File: config.mk
export PLATFORM = sky130hd
export DESIGN_NAME = hz_interlock_unit
export DESIGN_NICKNAME = d
export VERILOG_FILES = /design/src/rtl/hz_pkg.sv /design/src/rtl/hz_dst_decode.sv /design/src/rtl/hz_src_decode.sv /design/src/rtl/hz_match.sv /design/src/rtl/hz_interlock_unit.sv
export SDC_FILE = /design/constraint.sdc
export NUM_CORES = 1
export LEC_CHECK = 0
export ABC_AREA = 1
export BUFFER_PORTS_ARGS = -buffer_cell sky130_fd_sc_hd__buf_2
export CAP_MARGIN = 20
export CELL_PAD_IN_SITES_DETAIL_PLACEMENT = 2
export CELL_PAD_IN_SITES_GLOBAL_PLACEMENT = 2
export CORE_UTILIZATION = 28
export DETAILED_ROUTE_END_ITERATION = 12
export PLACE_DENSITY = 0.85
export SYNTH_ARGS = -nofsm -noshare
export SYNTH_HDL_FRONTEND = slang
export SYNTH_SLANG_ARGS = --single-unit
File: constraint.sdc
create_clock -name clk -period 2.1 [get_ports clk]
set_clock_uncertainty 0.1 [all_clocks]
set_input_delay 0.21 -clock clk [delete_from_list [all_inputs] [get_ports clk]]
set_output_delay 0.21 -clock clk [all_outputs]
set_load 0.05 [all_outputs]
File: src/rtl/hz_pkg.sv
package hz_pkg;

    localparam int WORD_W  = 32;
    localparam int REG_AW  = 5;
    localparam int OP_W    = 6;
    localparam int OP_LSB  = 26;
    localparam int RS_LSB  = 21;
    localparam int RT_LSB  = 16;
    localparam int RD_LSB  = 11;
    localparam int N_LATER = 3;

    localparam logic [REG_AW-1:0] LINK_REG = REG_AW'(31);

    localparam logic [OP_W-1:0] OP_REG  = 6'h00;
    localparam logic [OP_W-1:0] OP_J    = 6'h02;
    localparam logic [OP_W-1:0] OP_JAL  = 6'h03;
    localparam logic [OP_W-1:0] OP_BZ0  = 6'h04;
    localparam logic [OP_W-1:0] OP_BZ1  = 6'h05;
    localparam logic [OP_W-1:0] OP_JR   = 6'h16;
    localparam logic [OP_W-1:0] OP_JALR = 6'h17;
    localparam logic [OP_W-1:0] OP_LD   = 6'h23;
    localparam logic [OP_W-1:0] OP_ST   = 6'h2B;

    typedef enum logic [3:0] {
        CLS_REG, CLS_IMM, CLS_LD, CLS_ST, CLS_BZ,
        CLS_J, CLS_JAL, CLS_JR, CLS_JALR, CLS_OTHER
    } op_class_t;

    typedef struct packed {
        logic [WORD_W-1:0] dec;
        logic [WORD_W-1:0] exe;
        logic [WORD_W-1:0] mem;
        logic [WORD_W-1:0] wb;
    } pipe_t;

    function automatic op_class_t classify(logic [OP_W-1:0] op);
        op_class_t c;
        if (op[OP_W-1:3] == 3'b001) begin
            c = CLS_IMM;
        end else begin
            case (op)
                OP_REG:         c = CLS_REG;
                OP_LD:          c = CLS_LD;
                OP_ST:          c = CLS_ST;
                OP_BZ0, OP_BZ1: c = CLS_BZ;
                OP_J:           c = CLS_J;
                OP_JAL:         c = CLS_JAL;
                OP_JR:          c = CLS_JR;
                OP_JALR:        c = CLS_JALR;
                default:        c = CLS_OTHER;
            endcase
        end
        return c;
    endfunction

endpackage

File: src/rtl/hz_dst_decode.sv
module hz_dst_decode
    import hz_pkg::*;
(
    input  logic [OP_W-1:0]   op_i,
    input  logic [REG_AW-1:0] rt_i,
    input  logic [REG_AW-1:0] rd_i,
    output logic [REG_AW-1:0] ws_o,
    output logic              we_o
);

    op_class_t cls;

    always_comb begin
        cls  = classify(op_i);
        ws_o = '0;
        we_o = 1'b0;
        case (cls)
            CLS_REG: begin
                ws_o = rd_i;
                we_o = |rd_i;
            end
            CLS_IMM, CLS_LD: begin
                ws_o = rt_i;
                we_o = |rt_i;
            end
            CLS_JAL, CLS_JALR: begin
                ws_o = LINK_REG;
                we_o = 1'b1;
            end
            default: begin
                ws_o = '0;
                we_o = 1'b0;
            end
        endcase
    end

endmodule

File: src/rtl/hz_src_decode.sv
module hz_src_decode
    import hz_pkg::*;
(
    input  logic [OP_W-1:0] op_i,
    output logic            re1_o,
    output logic            re2_o
);

    op_class_t cls;

    always_comb begin
        cls   = classify(op_i);
        re1_o = 1'b0;
        re2_o = 1'b0;
        case (cls)
            CLS_REG, CLS_ST: begin
                re1_o = 1'b1;
                re2_o = 1'b1;
            end
            CLS_IMM, CLS_LD, CLS_BZ, CLS_JR, CLS_JALR: begin
                re1_o = 1'b1;
            end
            default: begin
                re1_o = 1'b0;
                re2_o = 1'b0;
            end
        endcase
    end

endmodule

File: src/rtl/hz_match.sv
module hz_match #(
    parameter int N  = 3,
    parameter int AW = 5
) (
    input  logic [AW-1:0]        src_i,
    input  logic                 re_i,
    input  logic [N-1:0][AW-1:0] ws_i,
    input  logic [N-1:0]         we_i,
    output logic                 hit_o
);

    logic [N-1:0] per_stage;

    for (genvar g = 0; g < N; g++) begin : g_cmp
        assign per_stage[g] = we_i[g] && (ws_i[g] == src_i);
    end

    assign hit_o = re_i && (|per_stage);

endmodule

File: src/rtl/hz_interlock_unit.sv
module hz_interlock_unit
    import hz_pkg::*;
(
    input  logic              clk,
    input  logic              rst_n,
    input  logic [WORD_W-1:0] fetch_word_i,
    output logic              stall_o,
    output logic [WORD_W-1:0] dec_word_o,
    output logic [WORD_W-1:0] exe_word_o,
    output logic [WORD_W-1:0] wb_word_o
);

    pipe_t st_d, st_q;

    logic [N_LATER-1:0][WORD_W-1:0] later_w;
    logic [N_LATER-1:0][REG_AW-1:0] later_ws;
    logic [N_LATER-1:0]             later_we;
    logic [WORD_W-1:0]              mem_word;
    logic                           re1, re2, hit_rs, hit_rt;

    assign later_w[0] = st_q.exe;
    assign later_w[1] = st_q.mem;
    assign later_w[2] = st_q.wb;
    assign mem_word   = st_q.mem;

    for (genvar g = 0; g < N_LATER; g++) begin : g_dst
        hz_dst_decode u_dst (
            .op_i (later_w[g][OP_LSB +: OP_W]),
            .rt_i (later_w[g][RT_LSB +: REG_AW]),
            .rd_i (later_w[g][RD_LSB +: REG_AW]),
            .ws_o (later_ws[g]),
            .we_o (later_we[g])
        );
    end

    hz_src_decode u_src (
        .op_i  (st_q.dec[OP_LSB +: OP_W]),
        .re1_o (re1),
        .re2_o (re2)
    );

    hz_match #(.N(N_LATER), .AW(REG_AW)) u_match_rs (
        .src_i (st_q.dec[RS_LSB +: REG_AW]),
        .re_i  (re1),
        .ws_i  (later_ws),
        .we_i  (later_we),
        .hit_o (hit_rs)
    );

    hz_match #(.N(N_LATER), .AW(REG_AW)) u_match_rt (
        .src_i (st_q.dec[RT_LSB +: REG_AW]),
        .re_i  (re2),
        .ws_i  (later_ws),
        .we_i  (later_we),
        .hit_o (hit_rt)
    );

    assign stall_o = hit_rs | hit_rt;

    always_comb begin
        st_d     = st_q;
        st_d.wb  = st_q.mem;
        st_d.mem = st_q.exe;
        if (stall_o) begin
            st_d.dec = st_q.dec;
            st_d.exe = '0;
        end else begin
            st_d.dec = fetch_word_i;
            st_d.exe = st_q.dec;
        end
    end

    always_ff @(posedge clk or negedge rst_n) begin
        if (!rst_n) begin
            st_q <= '0;
        end else begin
            st_q <= st_d;
        end
    end

    assign dec_word_o = st_q.dec;
    assign exe_word_o = st_q.exe;
    assign wb_word_o  = st_q.wb;

endmodule

Word-level counts from Yosys, hierarchy flattened
Index checks and enable logic that the tools add are counted.
- multiplexer cells: 17
- reductions and logical operators: 36
- bitwise operators: 1
- div/mod/pow operators: 0
- multiply operators: 0
- shift operators: 0
- equality and inequality tests: 60
- $add $sub $neg: 0
- order comparisons: 0
- operators by type and width (kind ; number):
    4-bit case mux with 8 select lines ; 4
    6-bit by 2-bit equality test with 1-bit output, second input constant ; 8
    6-bit by 3-bit equality test with 1-bit output, second input constant ; 8
    6-bit by 5-bit equality test with 1-bit output, second input constant ; 8
    6-bit equality test, second input constant ; 8
    5-bit case mux with 3 select lines ; 3
    32-bit two-way mux ; 1
    5-bit equality test ; 6
    5-bit OR reduction ; 6
    6-bit logical NOT ; 4
    2-bit OR reduction ; 11
    4-bit by 2-bit equality test with 1-bit output, second input constant ; 5
    4-bit by 3-bit equality test with 1-bit output, second input constant ; 5
    4-bit by 1-bit equality test with 1-bit output, second input constant ; 4
    4-bit equality test, second input constant ; 4
    4-bit logical NOT ; 4
    4-bit two-way mux ; 4
    3-bit by 1-bit equality test with 1-bit output, second input constant ; 4
    1-bit case mux with 3 select lines ; 3
    1-bit logical AND ; 8
    7-bit OR reduction ; 1
    3-bit OR reduction ; 2
    1-bit two-way mux ; 2
    1-bit bitwise OR ; 1
- input bits: 34
- memories: 0
- bits in writable memories: 0
- bits in read-only memories: 0
- flip-flop bits (word level): 128
- word-level logic and storage cells: 118
- bits in latches: 0
- output and inout bits: 97

Logic depth before layout (Yosys ltp)
- word-level depth: 13
- depth in mapped cells: 18
- mapped depth without buffers: 16

Hierarchy
A second synthesis with hierarchy kept.
- cells, all modules: 651
- area, all modules: 5490.3 µm²
- by module, submodules not included (module ; area each (µm²) ; cells each ; instances):
    hz_interlock_unit ; 4174.0 ; 334 ; 1
    hz_match ; 304.0 ; 79 ; 2
    hz_dst_decode ; 195.2 ; 43 ; 3
    hz_src_decode ; 122.6 ; 30 ; 1

Least setup slack after synthesis
No wires, ideal clock.
- path kind: reg2out
- start point: register st_q, in the netlist wb_word_o[30]
- end point: output port stall_o
- setup slack: -0.210 ns
- path buffers: 2
- required time: 1.790 ns
- stages on the path, launching flop included: 15
- arrival time: 2.000 ns
- cell sequence: dfrtp_1 nor2_2 nand3_1 nand2_2 nor2_1 nand2_1 nand2_1 nand3_1 nor2_1 nand3_1 nand3_1 nand2_2 nand2_2 buf_6 buf_6
- word-level cells in the longest chain between the ends: 12
- elaborated cells between the ends (all ways): 31
- those cells by class: eq/ne: 15; mux: 4; bitwise: 1; reduce/logical: 11
- RTL lines (item ; line ; text):
    from (decl) ; hz_interlock_unit.sv:13 ; pipe_t st_d, st_q;
    from (signal assigned) ; hz_interlock_unit.sv:77 ; st_q <= st_d;
    6-bit by 3-bit equality test with 1-bit output ; hz_pkg.sv:41 ; case (op)
    2-bit OR reduction ; hz_pkg.sv:41 ;
    4-bit case mux with 8 select lines ; hz_pkg.sv:41 ;
    4-bit two-way mux * ; hz_pkg.sv:38 ; if (op[OP_W-1:3] == 3'b001) begin
    4-bit by 3-bit equality test with 1-bit output (tied with other cells) ; hz_dst_decode.sv:17 ; case (cls)
    2-bit OR reduction ; hz_dst_decode.sv:17 ;
    5-bit case mux with 3 select lines ; hz_dst_decode.sv:17 ;
    5-bit equality test ; hz_match.sv:15 ; assign per_stage[g] = we_i[g] && (ws_i[g] == src_i);
    1-bit logical AND ; hz_match.sv:15 ;
    3-bit OR reduction ; hz_match.sv:18 ; assign hit_o = re_i && (|per_stage);
    1-bit logical AND ; hz_match.sv:18 ;
    1-bit bitwise OR * ; hz_interlock_unit.sv:58 ; assign stall_o = hit_rs | hit_rt;
    to (decl) ; hz_interlock_unit.sv:7 ; output logic stall_o,
Mark *: on every way between the ends. The rest lies on a longest branch, timed or not.

Final worst setup path
- start point: register st_q, in the netlist exe_word_o[26]
- end point: output port stall_o
- word-level cells in the longest chain between the ends: 12
- elaborated cells between the ends (all ways): 30
- those cells by class: eq/ne: 14; mux: 4; bitwise: 1; reduce/logical: 11
- RTL lines (item ; line):
    6-bit by 3-bit equality test with 1-bit output ; hz_pkg.sv:41
    2-bit OR reduction ; hz_pkg.sv:41
    4-bit case mux with 8 select lines * ; hz_pkg.sv:41
    4-bit two-way mux * ; hz_pkg.sv:38
    4-bit by 3-bit equality test with 1-bit output (tied with other cells) ; hz_dst_decode.sv:17
    2-bit OR reduction ; hz_dst_decode.sv:17
    5-bit case mux with 3 select lines ; hz_dst_decode.sv:17
    5-bit equality test ; hz_match.sv:15
    1-bit logical AND ; hz_match.sv:15
    3-bit OR reduction ; hz_match.sv:18
    1-bit logical AND ; hz_match.sv:18
    1-bit bitwise OR * ; hz_interlock_unit.sv:58
Marked as above.

==> results.sh <==
export IMPL_status="finished, violations left"
export IMPL_violations="negative setup slack"
export IMPL_worstPathMaxFanout=6
export IMPL_grt_max_degree=57
export IMPL_ys_ff_latch=128
export IMPL_syn_avg_cell_area_um2=8.882
export IMPL_yosys_warnings=0
export IMPL_synth_edf_count=0
export IMPL_die_y_um=141.0
export IMPL_cap_violations=0
export IMPL_overflow=0
export IMPL_num_vias=5150
export IMPL_async_flop_share=1.000
export IMPL_synthDistinctLibCells=21
export IMPL_first_pass_iters=4
export IMPL_fin_ws_ns=-0.7260
export IMPL_cts_tree="built"
export IMPL_pwr_share_seq=0.392
export IMPL_htreeDepth=4
export IMPL_syn2layout_area_growth_pct=51.61
export IMPL_cts_buffers_inserted=17
export IMPL_crit_type="reg -> out"
export IMPL_cts_num_sinks=128
export IMPL_switchingPower_mw=2.199
export IMPL_slew_headroom=0.6988
export IMPL_final_min_clock_period_ns=2.826
export IMPL_io_pins=131
export IMPL_ir_drop_v=0.0005843
export IMPL_dieArea_um2=19880
export IMPL_pwr_share_clk=0.439
export IMPL_fmax_mhz=353.9
export IMPL_finish_instance_area_um2=8200
export IMPL_finalSetupViolations=65
export IMPL_initial_core_util=0.2872
export IMPL_synth_area_um2=5409
export IMPL_hp_class="in -> async"
export IMPL_synth_nets=643
export IMPL_whs_ns=0.1892
export IMPL_power_density_nw_per_um2=863.5
export IMPL_avgViaCountPerCell=4.791
export IMPL_layout_nets=836
export IMPL_arrival_ns=2.52
export IMPL_synth_cells=609
export IMPL_report_final_slew_viol_count=0
export IMPL_required_ns=1.79
export IMPL_power_frac_comb=0.169
export IMPL_intPower_mw=4.881
export IMPL_gr_usage_all_layers=0.2503
export IMPL_wire_per_inst_um=23.06
export IMPL_hold_viol=0
export IMPL_die_w_um=141.0
export IMPL_netSwitchingFraction=0.3106
export IMPL_start_kind="flip-flop"
export IMPL_grt_pass1_wl_mm=36.43
export IMPL_grt_pass1_vias=5818
export IMPL_rows=50
export IMPL_fp_coreArea_um2=18830
export IMPL_cts_clk_slew_worst_paths_ns=0.06
export IMPL_route_detailed_drc=0
export IMPL_endpoint_kind="output port"
export IMPL_drt_wl_total_mm=24.79
export IMPL_drtIter0Drc=369
export IMPL_ys_flop_type="dfrtp_1"
export IMPL_grt_setup_unrepaired="yes"
export IMPL_place_area_um2=6435
export IMPL_ant_nets=0
export IMPL_antenna_found_initial=0
export IMPL_clkLatencyLatePin_ns=0.44
export IMPL_diodes=0
export IMPL_hpwl_mm=13.68
export IMPL_cts_root_buffer="clkbuf_16"
export IMPL_final_layout_size_suffix_gt1_frac=0.4294
export IMPL_clock_path_buffers=2
export IMPL_tightestPinTransition_ns=0.4519
export IMPL_synth_seq_area_share=0.5922
export IMPL_min_period_over_period=1.346
export IMPL_routabilityCongestion=0.9036
export IMPL_io_buffers=130
export IMPL_p_leak_nw=4.165
==> through the flow <==
step	instances	total power, mW	util	worst slack [ns]	setup TNS, ns
5_1_grt	1075	7.277	0.4355	-0.8354	-44.69
3_3_place_gp	992	3.750	0.3417	-0.1785	-9.530
4_1_cts	1072	6.968	0.4199	-0.5013	-23.96
6_report	1075	7.081	0.4355	-0.7260	-37.47
2_1_floorplan	609	3.441	-	-0.02293	-0.02293
3_5_place_dp	992	3.790	0.3417	-0.2905	-15.57
==> state kept, by name (all words and copies together) (netlist names) <==
register / cells
wb_word_o: 32
mem_word: 32
exe_word_o: 32
dec_word_o: 32
==> final timing paths <==
| path | startpoint | endpoint | cells after the start | slack (ns) |
|---|---|---|---|---|
| max | exe_word_o[26] | stall_o | 14 | -0.73 |
| max reg2reg | exe_word_o[26] | dec_word_o[25] | 17 | -0.71 |
| max in group asynchronous | rst_n | exe_word_o[28] | 3 | 1.03 |
| min | rst_n | dec_word_o[6] | 2 | 0.19 |
| min in group clk | mem_word[23] | wb_word_o[23] | 0 | 0.25 |
| min reg2reg | mem_word[23] | wb_word_o[23] | 0 | 0.25 |
==> placed cells by master (no fill, tap or decap), types with 2 or more instances in the layout <==
master	synthesis	final
buf_4	32	38
dfrtp_1	128	117
nor2_1	90	51
buf_2	6	128
clkbuf_16	0	19
o21ai_0	2	2
nand3_2	3	30
bufinv_16	0	3
nand2_4	0	10
clkinv_2	0	2
clkbuf_8	0	2
inv_1	58	56
nand2_1	162	139
buf_12	0	7
bufbuf_16	0	2
buf_16	0	2
nand2_2	10	23
buf_6	6	6
dfrtp_2	0	11
xor2_1	3	2
nand3_1	80	48
nor2_2	12	25
clkinvlp_4	0	2
nand4_1	6	6
dlygate4sd3_1	0	33
nand3_4	0	5
nor2_4	0	26
inv_2	2	4
clkbuf_1	1	4
nor3_1	4	4
==> power by group through the flow <==
stage                     clock [mW]  combinational (mW)  sequential, mW
after floorplan                    0               0.425            3.02
after CTS                       3.09                1.12            2.76
final                           3.11                1.19            2.78
after global placement             0               0.974            2.78
after detailed placement           0               0.999            2.79
after global routing            3.23                1.25            2.80
==> worst max-delay path, cell delays in order, from the launching register on <==
cell	delay (ns)
dfrtp_2	0.45
nand2_1	0.10
inv_1	0.09
nand2_1	0.13
nand2_4	0.13
nor2_4	0.14
nand2_1	0.11
nand2_1	0.10
nand2_1	0.08
nor2_1	0.22
nand3_2	0.13
nand3_2	0.10
nand2_4	0.07
nand2_4	0.10
buf_12	0.14
==> synthesized netlist by cell type (all sizes together) (2+ instances only) <==
cell | instances | area [um^2]
nand2 | 172 | 670.6
nand4 | 6 | 37.54
inv | 60 | 225.2
nor3 | 4 | 20.02
nand3 | 83 | 430.4
o21ai | 2 | 10.01
xor2 | 3 | 26.28
dfrtp | 128 | 3203
buf | 44 | 337.8
nor2 | 102 | 412.9
==> metal layers <==
layer | part of all wire | vias to the layer above | track usage
li1 | - | 2252 | -
met1 | 0.40 | 2681 | 0.3003
met2 | 0.53 | 161 | 0.4425
met3 | 0.039 | 56 | 0.04314
met4 | 0.037 | 0 | 0.1053
met5 | 0 | - | 0
==> timing repair <==
item / CTS / global route
setup buffers: 11 / 2
endpoints found under the hold margin: 61 / 0
hold buffers: 33 / 0
pin swaps: 20 / 29
resized for setup: 87 / 66
gates cloned: 4 / 2
endpoints found under the setup margin: 65 / 65
==> kinds of logic after synthesis <==
kind of cell | after synthesis | share of synthesized area
AOI/OAI and AO/OA | 5 | 0.006245
and+or+nand+nor | 368 | 0.2919
DFF | 128 | 0.5922
buffers and inverters | 105 | 0.1048
xor gates and xnor gates | 3 | 0.004859
==> final cells by class <==
cell class                      count  area, um^2
Clock buffer                       23       467.9
Clock inverter                      9       132.6
Fill cell                        2009       10630
Inverter                           60       225.2
Multi-Input combinational cell    376        2183
Sequential cell                   128        3217
Tap cell                          260       325.3
Timing Repair Buffer              219        1649
(Power assumes the default switching activity.)
